**src/rtl/tmr_pkg.sv**
```systemverilog
package tmr_pkg;
  localparam int NCH  = 3;
  localparam int DW   = 8;
  localparam int CW   = 2 * DW;
  localparam int MW   = 3;

  typedef enum logic [1:0] {
    ACC_NONE = 2'd0,
    ACC_LSB  = 2'd1,
    ACC_MSB  = 2'd2,
    ACC_WORD = 2'd3
  } acc_e;
endpackage

```
**src/rtl/tmr_ctrl_dec.sv**
```systemverilog
module tmr_ctrl_dec
  import tmr_pkg::*;
(
  input  logic           cw_valid_i,
  input  logic [DW-1:0]  cw_i,
  output logic [NCH-1:0] prog_o,
  output logic [NCH-1:0] lat_cnt_o,
  output logic [NCH-1:0] lat_sts_o,
  output acc_e           acc_o,
  output logic [MW-1:0]  mode_o,
  output logic           bcd_o
);
  logic [1:0] sel;

  assign sel    = cw_i[7:6];
  assign acc_o  = acc_e'(cw_i[5:4]);
  assign mode_o = cw_i[3:1];
  assign bcd_o  = cw_i[0];

  always_comb begin
    prog_o    = '0;
    lat_cnt_o = '0;
    lat_sts_o = '0;
    if (cw_valid_i) begin
      for (int ch = 0; ch < NCH; ch++) begin
        if (sel == 2'd3) begin
          // read-back: channel mask in bits 3:1, requests active low
          if (cw_i[1+ch]) begin
            lat_cnt_o[ch] = ~cw_i[5];
            lat_sts_o[ch] = ~cw_i[4];
          end
        end else if (sel == ch[1:0]) begin
          if (acc_o == ACC_NONE) lat_cnt_o[ch] = 1'b1;
          else                   prog_o[ch]    = 1'b1;
        end
      end
    end
  end
endmodule

```
**src/rtl/tmr_chan_seq.sv**
```systemverilog
module tmr_chan_seq
  import tmr_pkg::*;
(
  input  logic           clk_i,
  input  logic           rst_ni,
  input  logic           prog_i,
  input  logic           lat_cnt_i,
  input  logic           lat_sts_i,
  input  acc_e           acc_i,
  input  logic [MW-1:0]  mode_i,
  input  logic           bcd_i,
  input  logic           dwr_i,
  input  logic           drd_i,
  input  logic [DW-1:0]  wdata_i,
  input  logic [CW-1:0]  cnt_i,
  input  logic           out_i,
  output logic           load_o,
  output logic [CW-1:0]  load_val_o,
  output logic [DW-1:0]  rdata_o,
  output logic [MW-1:0]  mode_o,
  output logic           bcd_o
);
  acc_e          acc_q;
  logic [MW-1:0] mode_q;
  logic          bcd_q;
  logic          wr_hi_q, rd_hi_q;
  logic [DW-1:0] wl_q;
  acc_e          cl_q;       // count snapshot release state, ACC_NONE = empty
  logic [CW-1:0] lc_q;
  logic          sts_v_q;
  logic [DW-1:0] sts_q;

  assign mode_o = mode_q;
  assign bcd_o  = bcd_q;

  assign load_o = dwr_i && ((acc_q != ACC_WORD) || wr_hi_q);

  always_comb begin
    unique case (acc_q)
      ACC_MSB:  load_val_o = {wdata_i, {DW{1'b0}}};
      ACC_WORD: load_val_o = {wdata_i, wl_q};
      default:  load_val_o = {{DW{1'b0}}, wdata_i};
    endcase
  end

  always_comb begin
    if (sts_v_q) begin
      rdata_o = sts_q;
    end else if (cl_q != ACC_NONE) begin
      rdata_o = (cl_q == ACC_MSB) ? lc_q[CW-1:DW] : lc_q[DW-1:0];
    end else begin
      unique case (acc_q)
        ACC_LSB: rdata_o = cnt_i[DW-1:0];
        ACC_MSB: rdata_o = cnt_i[CW-1:DW];
        default: rdata_o = rd_hi_q ? cnt_i[CW-1:DW] : cnt_i[DW-1:0];
      endcase
    end
  end

  always_ff @(posedge clk_i or negedge rst_ni) begin
    if (!rst_ni) begin
      acc_q   <= ACC_WORD;
      mode_q  <= '0;
      bcd_q   <= 1'b0;
      wr_hi_q <= 1'b0;
      rd_hi_q <= 1'b0;
      wl_q    <= '0;
      cl_q    <= ACC_NONE;
      lc_q    <= '0;
      sts_v_q <= 1'b0;
      sts_q   <= '0;
    end else begin
      if (prog_i) begin
        acc_q   <= acc_i;
        mode_q  <= mode_i;
        bcd_q   <= bcd_i;
        wr_hi_q <= 1'b0;
        rd_hi_q <= 1'b0;
      end
      if (dwr_i && acc_q == ACC_WORD) begin
        if (!wr_hi_q) wl_q <= wdata_i;
        wr_hi_q <= ~wr_hi_q;
      end
      if (lat_cnt_i && cl_q == ACC_NONE) begin
        lc_q <= cnt_i;
        cl_q <= acc_q;
      end
      if (lat_sts_i && !sts_v_q) begin
        sts_q   <= {out_i, 1'b0, acc_q, mode_q, bcd_q};
        sts_v_q <= 1'b1;
      end
      if (drd_i) begin
        if (sts_v_q)                sts_v_q <= 1'b0;
        else if (cl_q != ACC_NONE)  cl_q    <= (cl_q == ACC_WORD) ? ACC_MSB : ACC_NONE;
        else if (acc_q == ACC_WORD) rd_hi_q <= ~rd_hi_q;
      end
    end
  end

  assert_sts_hold_R7: assert property (@(posedge clk_i) disable iff (!rst_ni)
    (sts_v_q && !drd_i) |=> (sts_v_q && $stable(sts_q)));

  assert_sts_clear_R8: assert property (@(posedge clk_i) disable iff (!rst_ni)
    (sts_v_q && drd_i) |=> !sts_v_q);

  assert_cnt_hold_R5: assert property (@(posedge clk_i) disable iff (!rst_ni)
    (cl_q != ACC_NONE && !drd_i) |=> ($stable(lc_q) && $stable(cl_q)));

  assert_seq_reset_R2: assert property (@(posedge clk_i) disable iff (!rst_ni)
    prog_i |=> (!wr_hi_q && !rd_hi_q));

  assert_word_hold_R4: assert property (@(posedge clk_i) disable iff (!rst_ni)
    (dwr_i && acc_q == ACC_WORD && !wr_hi_q && !prog_i) |=> wr_hi_q);
endmodule

```
**src/rtl/tmr_host_if.sv**
```systemverilog
module tmr_host_if
  import tmr_pkg::*;
(
  input  logic               clk_i,
  input  logic               rst_ni,
  input  logic               wr_en_i,
  input  logic               rd_en_i,
  input  logic [1:0]         addr_i,
  input  logic [DW-1:0]      wdata_i,
  output logic [DW-1:0]      rdata_o,
  input  logic [NCH*CW-1:0]  cnt_i,
  input  logic [NCH-1:0]     out_i,
  output logic [NCH-1:0]     load_o,
  output logic [NCH*CW-1:0]  load_val_o,
  output logic [NCH*MW-1:0]  mode_o,
  output logic [NCH-1:0]     bcd_o
);
  localparam logic [1:0] CTRL_ADDR = 2'd3;

  logic           cw_valid, rd_act;
  logic [NCH-1:0] prog, lat_cnt, lat_sts;
  acc_e           cw_acc;
  logic [MW-1:0]  cw_mode;
  logic           cw_bcd;
  logic [DW-1:0]  ch_rdata [NCH];

  assign cw_valid = wr_en_i && (addr_i == CTRL_ADDR);
  assign rd_act   = rd_en_i && !wr_en_i;

  tmr_ctrl_dec u_dec (
    .cw_valid_i (cw_valid),
    .cw_i       (wdata_i),
    .prog_o     (prog),
    .lat_cnt_o  (lat_cnt),
    .lat_sts_o  (lat_sts),
    .acc_o      (cw_acc),
    .mode_o     (cw_mode),
    .bcd_o      (cw_bcd)
  );

  for (genvar g = 0; g < NCH; g++) begin : g_ch
    tmr_chan_seq u_seq (
      .clk_i      (clk_i),
      .rst_ni     (rst_ni),
      .prog_i     (prog[g]),
      .lat_cnt_i  (lat_cnt[g]),
      .lat_sts_i  (lat_sts[g]),
      .acc_i      (cw_acc),
      .mode_i     (cw_mode),
      .bcd_i      (cw_bcd),
      .dwr_i      (wr_en_i && addr_i == g[1:0]),
      .drd_i      (rd_act && addr_i == g[1:0]),
      .wdata_i    (wdata_i),
      .cnt_i      (cnt_i[g*CW +: CW]),
      .out_i      (out_i[g]),
      .load_o     (load_o[g]),
      .load_val_o (load_val_o[g*CW +: CW]),
      .rdata_o    (ch_rdata[g]),
      .mode_o     (mode_o[g*MW +: MW]),
      .bcd_o      (bcd_o[g])
    );
  end

  always_comb begin
    rdata_o = '0;
    for (int ch = 0; ch < NCH; ch++)
      if (rd_act && addr_i == ch[1:0]) rdata_o = ch_rdata[ch];
  end

  assert_load_onehot_R3: assert property (@(posedge clk_i) disable iff (!rst_ni)
    $onehot0(load_o));

  assert_load_needs_wr_R3: assert property (@(posedge clk_i) disable iff (!rst_ni)
    (load_o != '0) |-> (wr_en_i && addr_i != CTRL_ADDR));

  assert_ctrl_rd_zero_R10: assert property (@(posedge clk_i) disable iff (!rst_ni)
    (rd_en_i && addr_i == CTRL_ADDR) |-> (rdata_o == '0));
endmodule

```
**config.mk**
```make
export PLATFORM = sky130hd
export DESIGN_NAME = tmr_host_if
export DESIGN_NICKNAME = d
export VERILOG_FILES = /design/src/rtl/tmr_pkg.sv /design/src/rtl/tmr_ctrl_dec.sv /design/src/rtl/tmr_chan_seq.sv /design/src/rtl/tmr_host_if.sv
export SDC_FILE = /design/constraint.sdc
export NUM_CORES = 1
export LEC_CHECK = 0
export BUFFER_PORTS_ARGS = -buffer_cell sky130_fd_sc_hd__buf_4
export CAP_MARGIN = 10
export CORE_UTILIZATION = 50
export DETAILED_ROUTE_END_ITERATION = 6
export GPL_TIMING_DRIVEN = 0
export HOLD_SLACK_MARGIN = 0.08
export PLACE_DENSITY = 0.76
export SLEW_MARGIN = 5
export SYNTH_ARGS = -nofsm -noshare
export SYNTH_HDL_FRONTEND = slang
export SYNTH_SLANG_ARGS = --single-unit
```
**constraint.sdc**
```tcl
create_clock -name clk_i -period 2 [get_ports clk_i]
set_input_delay 0.1 -clock clk_i [delete_from_list [all_inputs] [get_ports clk_i]]
set_output_delay 0.1 -clock clk_i [all_outputs]
set_load 0.05 [all_outputs]
```
After elaboration in Yosys (flattened, before gate mapping)
Index checks and enable logic that the tools add are counted.
Widths: inputs -> output; s select.

word-level totals
  word-level logic and storage cells = 196
  register bits = 126
  output and inout bits = 71
  bits of input ports = 65

operators by class
  bitwise operators = 8
  eq/ne operators = 24
  muxes and demuxes = 92
  reduce and logical (&&, ||, !) cells = 42

operators with widths
  operator            count
  $mux 8              15
  $pmux 16 s2         3
  $mux 1              53
  $pmux 8 s2          3
  $eq 2x2->1 const B  16
  $mux 2              15
  $logic_and 1x1->1   20
  $logic_not 2->1     6
  $reduce_bool 2->1   6
  $eq 2x1->1 const B  5
  $mux 3              3
  $not 1->1           8
  $ne 2x2->1 const B  3
  $reduce_and 2->1    3
  $logic_not 1->1     4
  $logic_or 1x1->1    3

Longest topological paths before layout
Gate-level depths: netlist (run 1).

  word-level depth = 10
  depth in mapped cells = 8

Hierarchy
From an unflattened synthesis (run 1), not the netlist that was laid out.

second synthesis, totals
  cells, all modules = 622
  area, all modules = 7,143.1 µm²

by module, submodules not included
  module                            seq. area each (µm²)  times used  cells each  area each (µm²)
  tmr_chan_seq (g_ch[1].u_seq ...)  1,053.5               2           190         2,227.1
  tmr_chan_seq (g_ch[0].u_seq)      1,053.5               1           189         2,220.9
  tmr_host_if                       0.0                   1           28          301.5
  tmr_ctrl_dec                      0.0                   1           25          166.4

Least setup slack after synthesis (run 1)
No wires, ideal clock.

  path kind = register -> output
  start point = reg g_ch[1].u_seq.acc_q[0]
  end point = out rdata_o[1]
  stages on the path, launching flop included = 8
  setup slack = -1.392 ns
  arrival time = 3.292 ns
  path through = dfstp_2 -> inv_1 -> ha_1 -> clkbuf_1 -> a221oi_1 -> a211oi_1 -> a2111oi_0 -> o311ai_0

between the ends
  cells in the longest elaborated chain, start to end = 6

ends and longest elaborated chain
  item                                      line                source
  start: declaration                        tmr_chan_seq.sv:23  acc_e acc_q;
  start signal: assignment                  tmr_chan_seq.sv:74  acc_q <= acc_i;
  $eq 2x2->1 or $eq 2x1->1 (tied branches)  tmr_chan_seq.sv:52  unique case (acc_q)
  $pmux 8 s2 *                              tmr_chan_seq.sv:52
  $mux 8 *                                  tmr_chan_seq.sv:49  end else if (cl_q != ACC_NONE) begin
  $mux 8 *                                  tmr_chan_seq.sv:47  if (sts_v_q) begin
  $mux 8 * (2 in a row)                     tmr_host_if.sv:67   if (rd_act && addr_i == ch[1:0]) rdata_o = ch_rdata[ch];
  end: declaration                          tmr_host_if.sv:10   output logic [DW-1:0] rdata_o,

Mark *: on every way between the ends. The rest lies on a longest branch, timed or not.

Worst setup path after layout (run 1)
  start point = reg g_ch[1].u_seq.acc_q[0]
  end point = out rdata_o[3]

The elaborated chain is that of the path after synthesis.

==> reports/qor.csv, run 1 <==
metric;value;unit
Power Density;1160;nW/um2
hold_ws;195;ps
H-tree depth;4;
Core Area;13900;um2
critical path type;flop to output pin;
net switching power;4.93;mW
setup_tns;-5910;ps
drt drc;0;
post-synth net total;737;
max-slew violation count;0;
failing checks;negative setup slack;
status;complete, but fails checks;
RSZ-0062 raised after global routing;true;
Ports;136;
initial antenna violation count;0;
clock slew at reported path FFs;50;ps
Starting Density;51.4;%
CTS tree;built;
Worst Setup Start Kind;flop;
Power Total;12.6;mW
hold violation count in the final report;0;
synth-to-layout area growth;51.8;%
ys flop type;dfrtp_1;
slew margin rel.;49.8;%
Post-Route WL;23800;um
via count;6572;
Async SR Flop Fraction;100;%
remaining antenna violation count;0;
antenna diode count;0;
part of the power in registers;28.9;%
worst slew pin tran;749;ps
Critical Path RT;1900;ps
Die ar.;14800;um2
drt first pass iters;7;
Sink Count;126;
Avg Inst Size Synth;10.8;um2
GPL Wtd Cong;0.877;
Max clock buf depth;2;
max cap viols;0;
Tmin final;2650;ps
Synth warnings;0;
Leak;4.84;nW
placed inst area;8640;um2
final core utilization;78.1;%
Worst Path Arrival;2550;ps
wire per inst;21.9;um
setup slack after layout;-653;ps
peak supply drop;0.844;mV
Max Clk Rate;0.377;GHz
worst-path maximum fanout;5;
I/O Buffers;134;
layout cell share with drive strength beyond 1;51.7;%
register area share after synthesis;44.3;%
Post-Place Worst Slack;-680;ps
Vias/cell;6.05;
Finished Cell Area;10800;um2
grt ovf;0;
final setup fails;36;
post-DP HPWL;14900;um
worst hold path class;input pin to asynchronous set/reset pin;
std cell rows;43;
worst skew pair latency;430;ps
EDFF count, synth;0;
Comb power frac;48.9;%
Net Sw Frac;39.2;%
chip width;122;um
first-pass GRT wire length;36100;um
Post-Syn Area;7140;um2
Clock Skew;7.61;ps
Syn Inst Count;663;
placed instance count;978;
Die Y;122;um
clock network fraction of total power;22.3;%
largest net degree at the start of global routing;78;
vias in the first global route;6606;
Pint;7.65;mW
R2R depth;5;
synth unique cells;55;
GRT Total Usage;32.7;%
CTS root buffer;clkbuf_16;
layout net count;968;
Final period util;133;%
CTS Buf Count;17;
Post-Layout Cell Count;1087;
Crit. End Element;output pin;
First DRT Iteration DRCs;548;
post-synthesis sequential element count;126;
==> flip-flops by register name (all words and copies together), names as in the netlist <==
| name | flops |
|---|---|
| g_ch.u_seq.sts_v_q | 3 |
| g_ch.u_seq.lc_q | 48 |
| g_ch.u_seq.mode_o | 9 |
| g_ch.u_seq.cl_q | 6 |
| g_ch.u_seq.wr_hi_q | 3 |
| g_ch.u_seq.acc_q | 6 |
| g_ch.u_seq.bcd_o | 3 |
| g_ch.u_seq.wl_q | 24 |
| g_ch.u_seq.rd_hi_q | 3 |
| g_ch.u_seq.sts_q | 21 |
==> critical path, cell delays in order, from the launching register on <==
cell and delay (ps):
dfstp_2 540, inv_2 50, ha_4 280, nor3b_4 300, a222oi_1 170, a221oi_2 410, o31a_2 230, buf_8 140
==> power by group through the flow <==
stage | Sequential (mW) | Combinational (mW) | Clock (mW)
floorplan | 3.62 | 3.31 | 0
global placement | 3.56 | 4.59 | 0
detailed placement | 3.59 | 4.70 | 0
CTS | 3.59 | 5.75 | 2.80
global route | 3.69 | 6.43 | 2.93
finish | 3.63 | 6.14 | 2.80
==> timing repair <==
item / CTS / global route
pin swaps: 32 / 22
resized for setup: 170 / 50
endpoints found under the hold margin: 101 / 0
buffers inserted: 26 / 11
hold buffers: 53 / 0
cloned: 4 / 0
setup endpoints to repair: 88 / 89
==> synthesized netlist by cell type (all sizes together), types with 6 or more instances <==
library cell	n	area, um2
a211o	16	140
a21oi	20	100
a221oi	24	210
a22o	13	114
buf	19	113
clkbuf	43	161
dfrtp	120	3000
dfstp	6	158
ha	9	113
inv	23	86.3
mux2	110	1240
mux2i	21	210
nand2	43	161
nand2b	22	138
nand3	6	35.0
nor2	18	67.6
nor2b	28	175
nor3	8	45.0
nor3b	8	98.8
o21ai	33	165
o22ai	8	50.1
==> kinds of logic (layout without fill, tap and decap cells) <==
family,count (synthesis),after routing,share of synthesized area (%)
flops,126,126,44.3
simple gates,153,153,12.4
compound gates,159,159,16.4
fa+ha+maj,9,9,1.58
buf+inv,85,329,5.05
mux,131,131,20.3
==> worst paths after layout <==
check | start | end | slack [ps]
worst max register to register | g_ch[1].u_seq.cl_q[1] | g_ch[1].u_seq.lc_q[9] | 50
max in group asynchronous | rst_ni | g_ch[1].u_seq.acc_q[1] | 1030
worst min-delay path | rst_ni | g_ch[2].u_seq.lc_q[8] | 200
worst min register to register | g_ch[2].u_seq.lc_q[14] | g_ch[2].u_seq.lc_q[14] | 500
worst max-delay path | g_ch[1].u_seq.acc_q[0] | rdata_o[3] | -650
min in group clk_i | wdata_i[2] | g_ch[1].u_seq.sts_q[4] | 200
==> layer usage <==
metal	GRT usage (%)	wire, um
met1	42.3	9930
met2	53.8	11800
met3	7.61	1480
met4	11.4	593
met5	0	0
==> cell type report <==
class / count / area, um2
Multi-Input combinational cell: 452 / 4270
Timing Repair Buffer: 226 / 2170
Fill cell: 832 / 3040
Tap cell: 180 / 225
Clock buffer: 25 / 485
Inverter: 23 / 86.3
Buffer: 48 / 392
Clock inverter: 7 / 42.5
Sequential cell: 126 / 3160
==> placed cells by master, fill, tap and decap left out, drive strengths merged, types with 9 or more instances in the layout <==
cell type / n
a211o: 16
a21oi: 20
a221oi: 24
a22o: 13
buf: 192
clkbuf: 54
dfrtp: 120
dlygate4sd3: 53
ha: 9
inv: 23
mux2: 110
mux2i: 21
nand2: 43
nand2b: 22
nor2: 18
nor2b: 28
o21ai: 33
(Power assumes the default switching activity.)
==> run 2, diff against run 1 <==
--- a/config.mk
+++ b/config.mk
@@ -11,7 +11,7 @@
 export DETAILED_ROUTE_END_ITERATION = 6
 export GPL_TIMING_DRIVEN = 0
 export HOLD_SLACK_MARGIN = 0.08
-export PLACE_DENSITY = 0.76
+export PLACE_DENSITY = 0.73
 export SLEW_MARGIN = 5
 export SYNTH_ARGS = -nofsm -noshare
 export SYNTH_HDL_FRONTEND = slang
==> constraint.sdc (replaced) <==
create_clock -name clk_i -period 2.8 [get_ports clk_i]
set_input_delay 0.14 -clock clk_i [delete_from_list [all_inputs] [get_ports clk_i]]
set_output_delay 0.14 -clock clk_i [all_outputs]
set_load 0.05 [all_outputs]
==> run 2 against run 1 <==
- largest cell class unchanged
- combinational power down 44%
- critical endpoint is now rdata_o[5]
- setup slack better by 640 ps
- worst hold slack worse by 70 ps
- non-clock buffer count down 33
- the flow still finishes with violations (negative setup slack)
- global-route usage down 1.7 points
- total power down 33%
- critical path depth unchanged
==> reports/qor.csv, run 2 (synthesis gave the netlist of run 1 again) <==
metric;value;unit
status;complete, but fails checks;
failing checks;negative setup slack;
clock slew at reported path FFs;50;ps
Largest stage delay, worst path;530;ps
post-DP HPWL;15000;um
hold violation count in the final report;0;
Crit-path slowest cell;dfstp_2;
Die Y;122;um
WHS Path Cells;3;
CP delay by family, top;compound AO/OA/AOI/OAI gates;
fillers;984;
Clock Skew;5.74;ps
GPL Wtd Cong;0.878;
max cap viols;0;
worst skew pair latency;420;ps
Max Clk Rate;0.355;GHz
Max clock buf depth;2;
Power Density;858;nW/um2
Worst Setup Start Kind;flop;
H-tree depth;4;
Ports;136;
initial antenna violation count;0;
R2R depth;4;
drt drc;0;
worst hold path class;input pin to flop;
Post-Route WL;22000;um
via count;6429;
worst slew pin tran;731;ps
Core Area;13900;um2
max-slew violation count;0;
RSZ-0062 raised after global routing;true;
remaining antenna violation count;0;
grt ovf;0;
slew margin rel.;51.1;%
layout cell share with drive strength beyond 1;40.8;%
Finished Cell Area;9770;um2
drt first pass iters;6;
wire per inst;20.9;um
GRT Total Usage;31.1;%
CTS Buf Count;17;
Leak;4.42;nW
Starting Density;51.4;%
Post-Place Worst Slack;-435;ps
min-delay src;addr_i[0];
setup slack after layout;-15.9;ps
CTS root buffer;clkbuf_16;
Die ar.;14800;um2
peak supply drop;0.627;mV
placed inst area;8420;um2
Critical Path RT;2660;ps
worst-path maximum fanout;5;
std cell rows;43;
Tmin final;2820;ps
synth-to-layout area growth;36.8;%
antenna diode count;0;
I/O Buffers;134;
Vias/cell;6.10;
Final period util;101;%
hold worst-path end;g_ch[0].u_seq.sts_v_q;
Crit. End Element;output pin;
Reg2Reg Setup Slack;480;ps
Sink Count;126;
CTS tree;built;
critical path cell sequence;inv_2 > ha_4 > nor3b_4 > a222oi_1 > a221oi_2 > o31a_1 > buf_6;
commonest non-fill, non-tap cells in the layout;buf_4, dfrtp_1, mux2_2;
max reg flops;48;
Worst Path Arrival;2680;ps
First DRT Iteration DRCs;581;
layout net count;935;
RR Startpoint;g_ch[1].u_seq.cl_q[1];
chip width;122;um
FF-to-FF End;g_ch[1].u_seq.lc_q[0];
CP bufs+invs;2;
critical path type;flop to output pin;
commonest non-fill, non-tap cell in the layout;buf_4;
final setup fails;1;
Biggest register;g_ch.u_seq.lc_q;
first-pass GRT wire length;34600;um
vias in the first global route;6388;
largest net degree at the start of global routing;91;
Regs by FF count;g_ch.u_seq.lc_q (48), g_ch.u_seq.wl_q (24), g_ch.u_seq.sts_q (21);
-- run 2: metal layers --
layer	wire, um	GRT usage, %
met1	9280	40.9
met2	10200	48.5
met3	1650	7.19
met4	856	14.4
met5	0	0
-- run 2: worst max-delay path by stage --
stage                                      start          to  slack, ps  depth (start not counted)
after floorplan           g_ch[1].u_seq.acc_q[0]  rdata_o[0]        270                          7
after global placement    g_ch[1].u_seq.acc_q[0]  rdata_o[5]       -330                          8
after detailed placement  g_ch[1].u_seq.acc_q[0]  rdata_o[5]       -430                          8
after CTS                 g_ch[0].u_seq.acc_q[0]  rdata_o[5]          2                          7
after global routing      g_ch[1].u_seq.acc_q[0]  rdata_o[5]        -40                          7
final                     g_ch[1].u_seq.acc_q[0]  rdata_o[5]        -20                          7
-- run 2: cell type report --
type | count | area, um2 | area share, %
timing repair buffer | 190 | 1590 | 16.3
multi-input combinational | 452 | 3820 | 39.1
buffer | 51 | 250 | 2.56
clock buffer | 23 | 508 | 5.20
sequential | 126 | 3160 | 32.3
inverter | 23 | 86.3 | 0.883
tap | 180 | 225 | 2.30
clock inverter | 9 | 130 | 1.33
-- run 2: worst min-delay path, delay by kind of cell --
| kind | cells | cell delay, ps |
|---|---|---|
| AO/OA/AOI/OAI | 1 | 130 |
| buffers and inverters | 1 | 90 |
| AND/OR/NAND/NOR | 1 | 150 |
-- run 2: through the flow --
step / total power, mW / hold slack, ps / std cells / util (%) / setup TNS [ps]
finish: 8.39 / 125 / 1054 / 70.4 / -15.9
global route: 8.72 / 139 / 1054 / 70.4 / -36.3
CTS: 8.26 / 119 / 1056 / 69.9 / 0
detailed placement: 5.71 / 68.4 / 978 / 60.6 / -2180
global placement: 5.61 / 365 / 977 / 60.4 / -1580
floorplan: 4.75 / -156 / 663 / - / 0
-- run 2: power breakdown --
| group | switching, mW | leakage (nW) | internal (mW) |
|---|---|---|---|
| Combinational | 2.08 | 2.51 | 1.38 |
| Sequential | 0.309 | 1.61 | 2.27 |
| Clock | 0.813 | 0.303 | 1.54 |
| Total | 3.20 | 4.42 | 5.19 |
-- run 2: what timing repair did --
| item | in CTS | in global routing |
|---|---|---|
| setup buffers | 1 | 2 |
| setup endpoints to repair | 18 | 17 |
| hold buffers | 52 | 0 |
| endpoints found under the hold margin | 141 | 0 |
| gates resized for setup | 36 | 19 |
| pin swaps | 7 | 6 |
